File: src/rtl/rxg_pkg.sv
package rxg_pkg;
  typedef enum logic [1:0] {
    GATE_BLANK = 2'd0,
    GATE_LEVEL = 2'd1,
    GATE_RISE  = 2'd2,
    GATE_FALL  = 2'd3
  } gate_mode_e;
endpackage

File: src/rtl/rxg_port_mux.sv
module rxg_port_mux #(
  parameter int DATA_W = 14,
  parameter int EXP_W  = 3
) (
  input  logic              pick_b,
  input  logic [DATA_W-1:0] a_data,
  input  logic [EXP_W-1:0]  a_exp,
  input  logic              a_en,
  input  logic [DATA_W-1:0] b_data,
  input  logic [EXP_W-1:0]  b_exp,
  input  logic              b_en,
  output logic [DATA_W-1:0] sel_data,
  output logic [EXP_W-1:0]  sel_exp,
  output logic              sel_en
);
  always_comb begin
    if (pick_b) begin
      sel_data = b_data;
      sel_exp  = b_exp;
      sel_en   = b_en;
    end else begin
      sel_data = a_data;
      sel_exp  = a_exp;
      sel_en   = a_en;
    end
  end
endmodule

File: src/rtl/rxg_sync_mux.sv
module rxg_sync_mux #(
  parameter int NUM_SYNC = 4,
  localparam int SEL_W = (NUM_SYNC > 1) ? $clog2(NUM_SYNC) : 1
) (
  input  logic [NUM_SYNC-1:0] pins,
  input  logic [SEL_W-1:0]    sel,
  output logic                sync_o
);
  logic [NUM_SYNC-1:0] hit;
  genvar gi;
  generate
    for (gi = 0; gi < NUM_SYNC; gi++) begin : g_tap
      assign hit[gi] = pins[gi] && (sel == gi[SEL_W-1:0]);
    end
  endgenerate
  assign sync_o = |hit;
endmodule

File: src/rtl/rxg_edge_det.sv
module rxg_edge_det (
  input  logic clk,
  input  logic rst_n,
  input  logic en_i,
  output logic rise_o,
  output logic fall_o
);
  logic en_q;

  // During reset the copy tracks the live level, so release brings no edge.
  always_ff @(posedge clk) begin
    en_q <= en_i;
  end

  assign rise_o = rst_n &&  en_i && !en_q;
  assign fall_o = rst_n && !en_i &&  en_q;

  a_r9_no_double_rise: assert property (@(posedge clk) disable iff (!rst_n)
    rise_o |=> !rise_o);
  a_r9_no_double_fall: assert property (@(posedge clk) disable iff (!rst_n)
    fall_o |=> !fall_o);
endmodule

File: src/rtl/rxg_gate_core.sv
module rxg_gate_core
  import rxg_pkg::*;
#(
  parameter int DATA_W = 14,
  parameter int EXP_W  = 3
) (
  input  logic              clk,
  input  logic              rst_n,
  input  gate_mode_e        mode_i,
  input  logic [DATA_W-1:0] din,
  input  logic [EXP_W-1:0]  ein,
  input  logic              en_i,
  input  logic              rise_i,
  input  logic              fall_i,
  output logic [DATA_W-1:0] dout,
  output logic [EXP_W-1:0]  eout,
  output logic              valid_o,
  output logic              adv_o,
  output logic              run_o
);
  logic take, blank, step;

  always_comb begin
    take  = 1'b0;
    blank = 1'b0;
    step  = 1'b0;
    unique case (mode_i)
      GATE_BLANK: begin take = 1'b1;   blank = !en_i; step = 1'b1;   end
      GATE_LEVEL: begin take = en_i;   step  = en_i;                 end
      GATE_RISE:  begin take = rise_i; step  = rise_i;               end
      GATE_FALL:  begin take = fall_i; step  = fall_i;               end
      default:    begin take = 1'b0;   step  = 1'b0;                 end
    endcase
  end

  always_ff @(posedge clk) begin
    if (!rst_n) begin
      dout    <= '0;
      eout    <= '0;
      valid_o <= 1'b0;
      adv_o   <= 1'b0;
      run_o   <= 1'b0;
    end else begin
      valid_o <= take;
      adv_o   <= step;
      run_o   <= 1'b1;
      if (take) begin
        dout <= blank ? '0 : din;
        eout <= blank ? '0 : ein;
      end
    end
  end

  a_r2_blank_zero: assert property (@(posedge clk) disable iff (!rst_n)
    (mode_i == GATE_BLANK && !en_i) |=> (valid_o && adv_o && dout == '0 && eout == '0));
  a_r2_blank_free_nco: assert property (@(posedge clk) disable iff (!rst_n)
    (mode_i == GATE_BLANK) |=> adv_o);
  a_r3_level_hold: assert property (@(posedge clk) disable iff (!rst_n)
    (mode_i == GATE_LEVEL && !en_i) |=> (!valid_o && !adv_o && $stable(dout)));
  a_r4_rise_needs_high: assert property (@(posedge clk) disable iff (!rst_n)
    (mode_i == GATE_RISE && !en_i) |=> (!valid_o && !adv_o));
  a_r5_fall_needs_low: assert property (@(posedge clk) disable iff (!rst_n)
    (mode_i == GATE_FALL && en_i) |=> (!valid_o && !adv_o));
  a_r8_run_on: assert property (@(posedge clk) disable iff (!rst_n)
    1'b1 |=> run_o);
endmodule

File: src/rtl/rx_input_gate.sv
module rx_input_gate
  import rxg_pkg::*;
#(
  parameter int DATA_W   = 14,
  parameter int EXP_W    = 3,
  parameter int NUM_SYNC = 4,
  parameter int CFG_W    = 9,
  parameter int MODE_LSB = 0,
  parameter int PORT_BIT = 6,
  parameter int SYNC_LSB = 7,
  localparam int SYNC_W  = (NUM_SYNC > 1) ? $clog2(NUM_SYNC) : 1
) (
  input  logic                clk,
  input  logic                rst_n,
  input  logic [CFG_W-1:0]    cfg_word,
  input  logic [DATA_W-1:0]   a_data,
  input  logic [EXP_W-1:0]    a_exp,
  input  logic                a_en,
  input  logic [DATA_W-1:0]   b_data,
  input  logic [EXP_W-1:0]    b_exp,
  input  logic                b_en,
  input  logic [NUM_SYNC-1:0] sync_pins,
  output logic [DATA_W-1:0]   smp_data,
  output logic [EXP_W-1:0]    smp_exp,
  output logic                smp_valid,
  output logic                nco_adv,
  output logic                sync_out,
  output logic                backend_run
);
  gate_mode_e        mode;
  logic [DATA_W-1:0] sel_data;
  logic [EXP_W-1:0]  sel_exp;
  logic              sel_en, rise, fall;

  assign mode = gate_mode_e'(cfg_word[MODE_LSB +: 2]);

  rxg_port_mux #(.DATA_W(DATA_W), .EXP_W(EXP_W)) u_port (
    .pick_b(cfg_word[PORT_BIT]),
    .a_data(a_data), .a_exp(a_exp), .a_en(a_en),
    .b_data(b_data), .b_exp(b_exp), .b_en(b_en),
    .sel_data(sel_data), .sel_exp(sel_exp), .sel_en(sel_en)
  );

  rxg_sync_mux #(.NUM_SYNC(NUM_SYNC)) u_sync (
    .pins(sync_pins),
    .sel(cfg_word[SYNC_LSB +: SYNC_W]),
    .sync_o(sync_out)
  );

  rxg_edge_det u_edge (
    .clk(clk), .rst_n(rst_n), .en_i(sel_en),
    .rise_o(rise), .fall_o(fall)
  );

  rxg_gate_core #(.DATA_W(DATA_W), .EXP_W(EXP_W)) u_core (
    .clk(clk), .rst_n(rst_n), .mode_i(mode),
    .din(sel_data), .ein(sel_exp), .en_i(sel_en),
    .rise_i(rise), .fall_i(fall),
    .dout(smp_data), .eout(smp_exp),
    .valid_o(smp_valid), .adv_o(nco_adv), .run_o(backend_run)
  );

  a_r4_single_rise: assert property (@(posedge clk) disable iff (!rst_n)
    (mode == GATE_RISE && smp_valid) |=> !smp_valid);
  a_r5_single_fall: assert property (@(posedge clk) disable iff (!rst_n)
    (mode == GATE_FALL && smp_valid) |=> !smp_valid);
  a_r1_strobes_agree: assert property (@(posedge clk) disable iff (!rst_n)
    (smp_valid == nco_adv));
endmodule

File: config.mk
export PLATFORM = sky130hd
export DESIGN_NAME = rx_input_gate
export DESIGN_NICKNAME = d
export VERILOG_FILES = /design/src/rtl/rxg_pkg.sv /design/src/rtl/rxg_port_mux.sv /design/src/rtl/rxg_sync_mux.sv /design/src/rtl/rxg_edge_det.sv /design/src/rtl/rxg_gate_core.sv /design/src/rtl/rx_input_gate.sv
export SDC_FILE = /design/constraint.sdc
export NUM_CORES = 1
export LEC_CHECK = 0
export BUFFER_PORTS_ARGS = -buffer_cell sky130_fd_sc_hd__clkbuf_2
export CORE_ASPECT_RATIO = 1.4
export CORE_MARGIN = 2
export CORE_UTILIZATION = 44
export DETAILED_ROUTE_END_ITERATION = 8
export MAX_ROUTING_LAYER = met4
export PLACE_DENSITY_LB_ADDON = 0.15
export SYNTH_ARGS = -nofsm -noshare
export SYNTH_HDL_FRONTEND = slang
export SYNTH_SLANG_ARGS = --single-unit
File: constraint.sdc
create_clock -name clk -period 2 [get_ports clk]
set_input_delay 0.1 -clock clk [delete_from_list [all_inputs] [get_ports clk]]
set_output_delay 0.1 -clock clk [all_outputs]
set_load 0.005 [all_outputs]
# Yosys cells after proc, flatten, opt, wreduce, memory -nomap -nowiden
# Cells that the tools add are included.
# Widths: inputs -> output; s select.
dict set report classes {
  add_sub_neg 0
  mul 0
  div_mod_pow 0
  magnitude_cmp 0
  eq_ne 6
  shift 0
  muxes 8
  n_bitwise 0
  reduce_logical 13
}
# cell n
set ops {}
lappend ops {{$mux 14} 2}
lappend ops {{$eq 2x2->1 const B} 4}
lappend ops {{$logic_and 1x1->1} 8}
lappend ops {{$mux 3} 2}
lappend ops {{$eq 2x1->1 const B} 2}
lappend ops {{$logic_not 2->1} 2}
lappend ops {{$pmux 1 s4} 1}
lappend ops {{$reduce_or 4->1} 1}
lappend ops {{$mux 1} 3}
lappend ops {{$logic_not 1->1} 2}
dict set report word_totals {
  ff_bits 20
  latch_bits 0
  ramBits 0
  mem_bits_ro 0
  inputBits 51
  elab_cells 32
  n_memories 0
}

# Depth between registers and ports, before layout
dict set report logic_depth {
  depth_word 5
  mapped_depth 6
}

# Modules after synthesis
# From an unflattened synthesis, not the netlist that was laid out.
dict set report unflattened {
  hier_cells 152
  area_unflattened_um2 1446.4
}
# module n_inst cells_per_inst area_each_um2 seq_area_each_um2
set by_module_without_submodules {}
lappend by_module_without_submodules {rxg_gate_core 1 128 1114.8 380.4}
lappend by_module_without_submodules {rxg_port_mux 1 20 271.5 0.0}
lappend by_module_without_submodules {rxg_edge_det 1 3 37.5 20.0}
lappend by_module_without_submodules {rxg_sync_mux 1 1 22.5 0.0}

# Least setup slack after synthesis
# Ideal clock, no wire load.
dict set report synth_timing {
  kind {input -> register}
  startpoint {input port cfg_word[6]}
  endpoint {register u_core.dout[0]}
  arrival_time_ps 1143
  t_required_ps 1928
  path_slack_ps 785
  path_stages 6
  cell_sequence {buf_6 > mux2i_2 > mux2i_1 > buf_6 > buf_12 > mux2i_1}
}
dict set report synth_between {
  elab_chain_cells 5
  elab_cells_between_ends 10
}
# element line_no
set synth_rtl {}
lappend synth_rtl {{from (decl)} rx_input_gate.sv:15} ;# input logic [CFG_W-1:0] cfg_word,
lappend synth_rtl {{$mux 1} rxg_port_mux.sv:17} ;# if (pick_b) begin
lappend synth_rtl {{$logic_not 1->1} {rxg_edge_det.sv:16, rxg_gate_core.sv:28}}
lappend synth_rtl {{$logic_and 1x1->1 (2 in series)} rxg_edge_det.sv:16} ;# assign fall_o = rst_n && !en_i && en_q;
lappend synth_rtl {{$pmux 1 s4} rxg_gate_core.sv:27} ;# unique case (mode_i)
lappend synth_rtl {{to (signal assigned)} rxg_gate_core.sv:48} ;# dout <= blank ? '0 : din;
lappend synth_rtl {{to (decl)} rxg_gate_core.sv:15} ;# output logic [DATA_W-1:0] dout,
# Parallel ways exist; a longest one is shown, timed or not.
# A chain may end at the register's enable or synchronous reset.

# Worst setup path after layout
dict set report layout_timing {
  startpoint {register u_edge.en_q}
  endpoint {register u_core.dout[4]}
}
dict set report layout_between {
  elab_chain_cells 3
  elab_cells_between_ends 4
}
# element line_no
set layout_rtl {}
lappend layout_rtl {{from (decl)} rxg_edge_det.sv:8} ;# logic en_q;
lappend layout_rtl {{from (signal assigned)} rxg_edge_det.sv:12} ;# en_q <= en_i;
lappend layout_rtl {{$logic_not 1->1} rxg_edge_det.sv:15} ;# assign rise_o = rst_n && en_i && !en_q;
lappend layout_rtl {{$logic_and 1x1->1} rxg_edge_det.sv:15}
lappend layout_rtl {{$pmux 1 s4 (*)} rxg_gate_core.sv:27}
# Mark *: on every way between the ends. The rest lies on a longest branch, timed or not.

==> impl_table.tex <==
\begin{tabular}{lr}
\hline
Metric & Value \\
\hline
\multicolumn{2}{l}{\textbf{Detailed routing}} \\
\quad Remaining DRCs & 0 \\
\quad DR vias & 956 \\
\quad Total Wirelength & 2320 um \\
\quad DRT antenna net count & 0 \\
\quad Average wire per cell in the routed design & 12.0 um \\
\quad First DRT Iteration DRCs & 14 \\
\quad Pre-antenna DRT Iters & 2 \\
\quad Vias per std cell & 4.95 \\
\multicolumn{2}{l}{\textbf{Synth}} \\
\quad Total standard cell area after synthesis & 1050 um2 \\
\quad Main area contributors after synthesis & sky130\_fd\_sc\_hd\_\_dfxtp\_1 (38\%), sky130\_fd\_sc\_hd\_\_mux2\_2 (18\%), sky130\_fd\_sc\_hd\_\_mux2i\_1 (17\%), sky130\_fd\_sc\_hd\_\_nand2\_1 (12\%), sky130\_fd\_sc\_hd\_\_buf\_6 (2.2\%) \\
\quad Average cell area after synthesis & 9.87 um2 \\
\quad Yosys reg bits & 20 \\
\quad Gate count of the mapped netlist & 106 \\
\quad Sequential share of the synthesized area & 38.3\% \\
\quad Top cell type's share of synthesized area & 38.3\% \\
\quad Biggest area consumer among synthesized cells & sky130\_fd\_sc\_hd\_\_dfxtp\_1 \\
\quad Number of library cell types mapped by synthesis & 17 \\
\quad Post-Syn Nets & 157 \\
\quad Yosys Warn Count & 0 \\
\multicolumn{2}{l}{\textbf{Floorplanning}} \\
\quad Initial Utilization & 47.5\% \\
\quad Die Area & 2790 um2 \\
\quad Height of the die & 61.7 um \\
\quad Number of I/O pins & 72 \\
\quad Area of the core & 2200 um2 \\
\quad Horiz. Die Dim & 45.2 um \\
\quad Rows & 20 \\
\multicolumn{2}{l}{\textbf{Power}} \\
\quad Worst vdd ir & 417 uV \\
\quad Leakage & 0.752 nW \\
\quad Portion of total power attributed to sequential cells & 52.9\% \\
\quad Power Density & 602 nW/um2 \\
\quad Switching Power & 0.216 mW \\
\quad Part of the power in the clock network & 21.7\% \\
\quad Pint & 0.621 mW \\
\quad Comb pwr share & 25.4\% \\
\quad Sw Share & 25.8\% \\
\multicolumn{2}{l}{\textbf{Clock tree}} \\
\quad Clock buffer count from CTS & 3 \\
\quad Post-CTS setup repair buffer count & 0 \\
\quad Root Buffer Master & sky130\_fd\_sc\_hd\_\_clkbuf\_4 \\
\quad Clock latency on the worst-skew pair & 0.29 ns \\
\quad Clock transition time at the flip-flop clock pins of the worst setup and hold paths & 0.10 ns \\
\quad Number of buffers inserted by hold repair at cts & 0 \\
\quad TritonCTS clock tree & done \\
\quad Depth of the CTS H-tree & 1 \\
\quad Max clock buf depth & 2 \\
\quad Number of resized instances in the post-cts repair step & 0 \\
\quad CTS sink count & 20 \\
\multicolumn{2}{l}{\textbf{Layout}} \\
\quad Post-synthesis to final-layout area growth & 33.0\% \\
\quad Final Net Count & 224 \\
\quad Final cell utilization of the core & 63.2\% \\
\quad Number of antenna repair diodes & 0 \\
\quad Number of filler instances in the final layout & 210 \\
\quad Fraction of layout instances using a drive strength above 1 & 55.6\% \\
\multicolumn{2}{l}{\textbf{STA}} \\
\quad Final total negative setup slack & 0 ns \\
\quad Shortest clock period the worst path allows after layout & 1.21 ns \\
\quad Endpoints failing hold & 0 \\
\quad Clk\_skew & 0.00111 ns \\
\quad Period Utilization, post-route & 60.5\% \\
\quad Max Slew Vio Count & 0 \\
\quad Actual slew at the worst max-slew pin & 0.606 ns \\
\quad F\_max & 0.827 GHz \\
\quad Final setup violation count & 0 \\
\quad RSZ-0062 raised after global routing & false \\
\quad Relative max-transition margin & 59.6\% \\
\multicolumn{2}{l}{\textbf{Global routing}} \\
\quad GRT Max-Usage Layer & met2 \\
\quad GR Layer Usage met3 & 2.89\% \\
\quad Wire length of the first global-routing pass & 3710 um \\
\quad Global-route total usage across every layer & 18.8\% \\
\quad Met1 usage in global routing & 18.8\% \\
\quad Congestion Overflow GR & 0 \\
\quad Maximum number of pins on one net before global-route repair & 20 \\
\quad Global Route met2 Usage & 35.5\% \\
\quad Antenna violations before repair & 0 \\
\quad Vias in the first global route & 947 \\
\multicolumn{2}{l}{\textbf{Worst setup path}} \\
\quad Length in cells of the worst reg-to-reg path & 4 \\
\quad Startpoint-to-endpoint class of the critical path & flip-flop to flip-flop \\
\quad Startpoint Class & flip-flop \\
\quad Element type at the critical path end & flip-flop \\
\quad Crit path required time & 2.22 ns \\
\quad Critical path fanouts, max & 11 \\
\quad Startpoint of the worst-slack reg-to-reg timing path & u\_edge.en\_q \\
\quad Terminus of the critical flop-to-flop path & u\_core.dout[4] \\
\quad CP arrival & 1.43 ns \\
\quad R2r setup slk & 0.79 ns \\
\multicolumn{2}{l}{\textbf{Min path}} \\
\quad Hold Path End & u\_edge.en\_q \\
\quad Hold Path Depth & 3 \\
\quad Hold Path Origin & b\_en \\
\quad Class of the worst hold path & input pin to flip-flop \\
\multicolumn{2}{l}{\textbf{Run}} \\
\quad Count of max-cap constraint violations & 0 \\
\multicolumn{2}{l}{\textbf{Placement}} \\
\quad GP Congestion & 0.702 \\
\quad Buffers added on ports & 67 \\
\quad HPWL Detailed & 1830 um \\
\multicolumn{2}{l}{\textbf{Status}} \\
\quad Outcome & finished clean \\
\hline
\end{tabular}
==> per-stage QoR <==
stage	hold WS, ns	cell area, um2	setup WS [ns]	power, mW	instances
floorplan	0.128	1050	0.785	0.584	106
global placement	0.348	1370	0.765	0.660	190
detailed placement	0.361	1370	0.699	0.669	190
CTS	0.0482	1390	0.769	0.850	193
global route	0.0736	1390	0.686	0.885	193
finish	0.0552	1390	0.790	0.838	193
==> layout by cell type, fill, tap and decap left out, drive strengths merged <==
cell	n
clkbuf	70
mux2	17
inv	1
buf	4
o21ai	1
or2	1
and3	1
dfxtp	20
a21boi	1
mux4	1
mux2i	19
o21a	1
nand2	34
==> power by group through the flow <==
stage / Clock, mW / Combinational, mW / Sequential, mW
after floorplan: 0 / 0.129 / 0.455
after global placement: 0 / 0.208 / 0.452
after detailed placement: 0 / 0.216 / 0.453
after CTS: 0.189 / 0.217 / 0.444
after global routing: 0.202 / 0.236 / 0.447
final: 0.181 / 0.213 / 0.443
==> routing by layer <==
layer | vias up | share of wire [%]
met2 | 40 | 53
li1 | 484 | -
met5 | - | 0
met3 | 2 | 7.9
met4 | 0 | 0.69
met1 | 430 | 38
==> state kept, by name, indices dropped and copies added (netlist names) <==
register,cells
u_core.dout,14
u_core.eout,3
u_core.run_o,1
u_core.valid_o,1
u_edge.en_q,1
==> cells in the mapped netlist, drive strengths merged <==
master   n
mux2i   19
o21ai    1
mux2    17
clkbuf   1
o21a     1
or2      1
and3     1
inv      1
a21boi   1
buf      8
dfxtp   20
mux4     1
nand2   34
==> cell type report <==
cell class                      count  area, um2  area share [%]
Sequential cell                    20        400            28.8
Timing Repair Buffer               71        365            26.3
Tap cell                           22       27.5            1.98
Multi-Input combinational cell     76        572            41.1
Inverter                            1       3.75           0.270
Clock buffer                        3       22.5            1.62
==> logic make-up (layout without fill, tap and decap cells) <==
logic type	Yosys count	count (layout)	share of synthesized area [%]
mux	37	37	39.0
simple gates	36	36	13.4
flops	20	20	38.3
buf+inv	10	75	7.42
compound gates	3	3	1.91
==> worst max-delay path by stage <==
stage                     endpoint  slack [ns]  cells after the start         from
floorplan           u_core.dout[0]        0.79                      6  cfg_word[6]
global placement    u_core.eout[1]        0.77                      5  cfg_word[6]
detailed placement  u_core.dout[6]        0.70                      5  cfg_word[6]
CTS                 u_core.dout[6]        0.77                      4  u_edge.en_q
global route        u_core.dout[6]        0.69                      4  u_edge.en_q
finish              u_core.dout[4]        0.79                      4  u_edge.en_q
==> worst max-delay path, cell delays in order (launching register included) <==
cell	delay [ns]
sky130_fd_sc_hd__dfxtp_1	0.32
sky130_fd_sc_hd__and3_1	0.18
sky130_fd_sc_hd__mux2i_2	0.17
sky130_fd_sc_hd__buf_4	0.26
sky130_fd_sc_hd__mux2i_1	0.21
No activity file was read; power rests on OpenSTA's default activity.
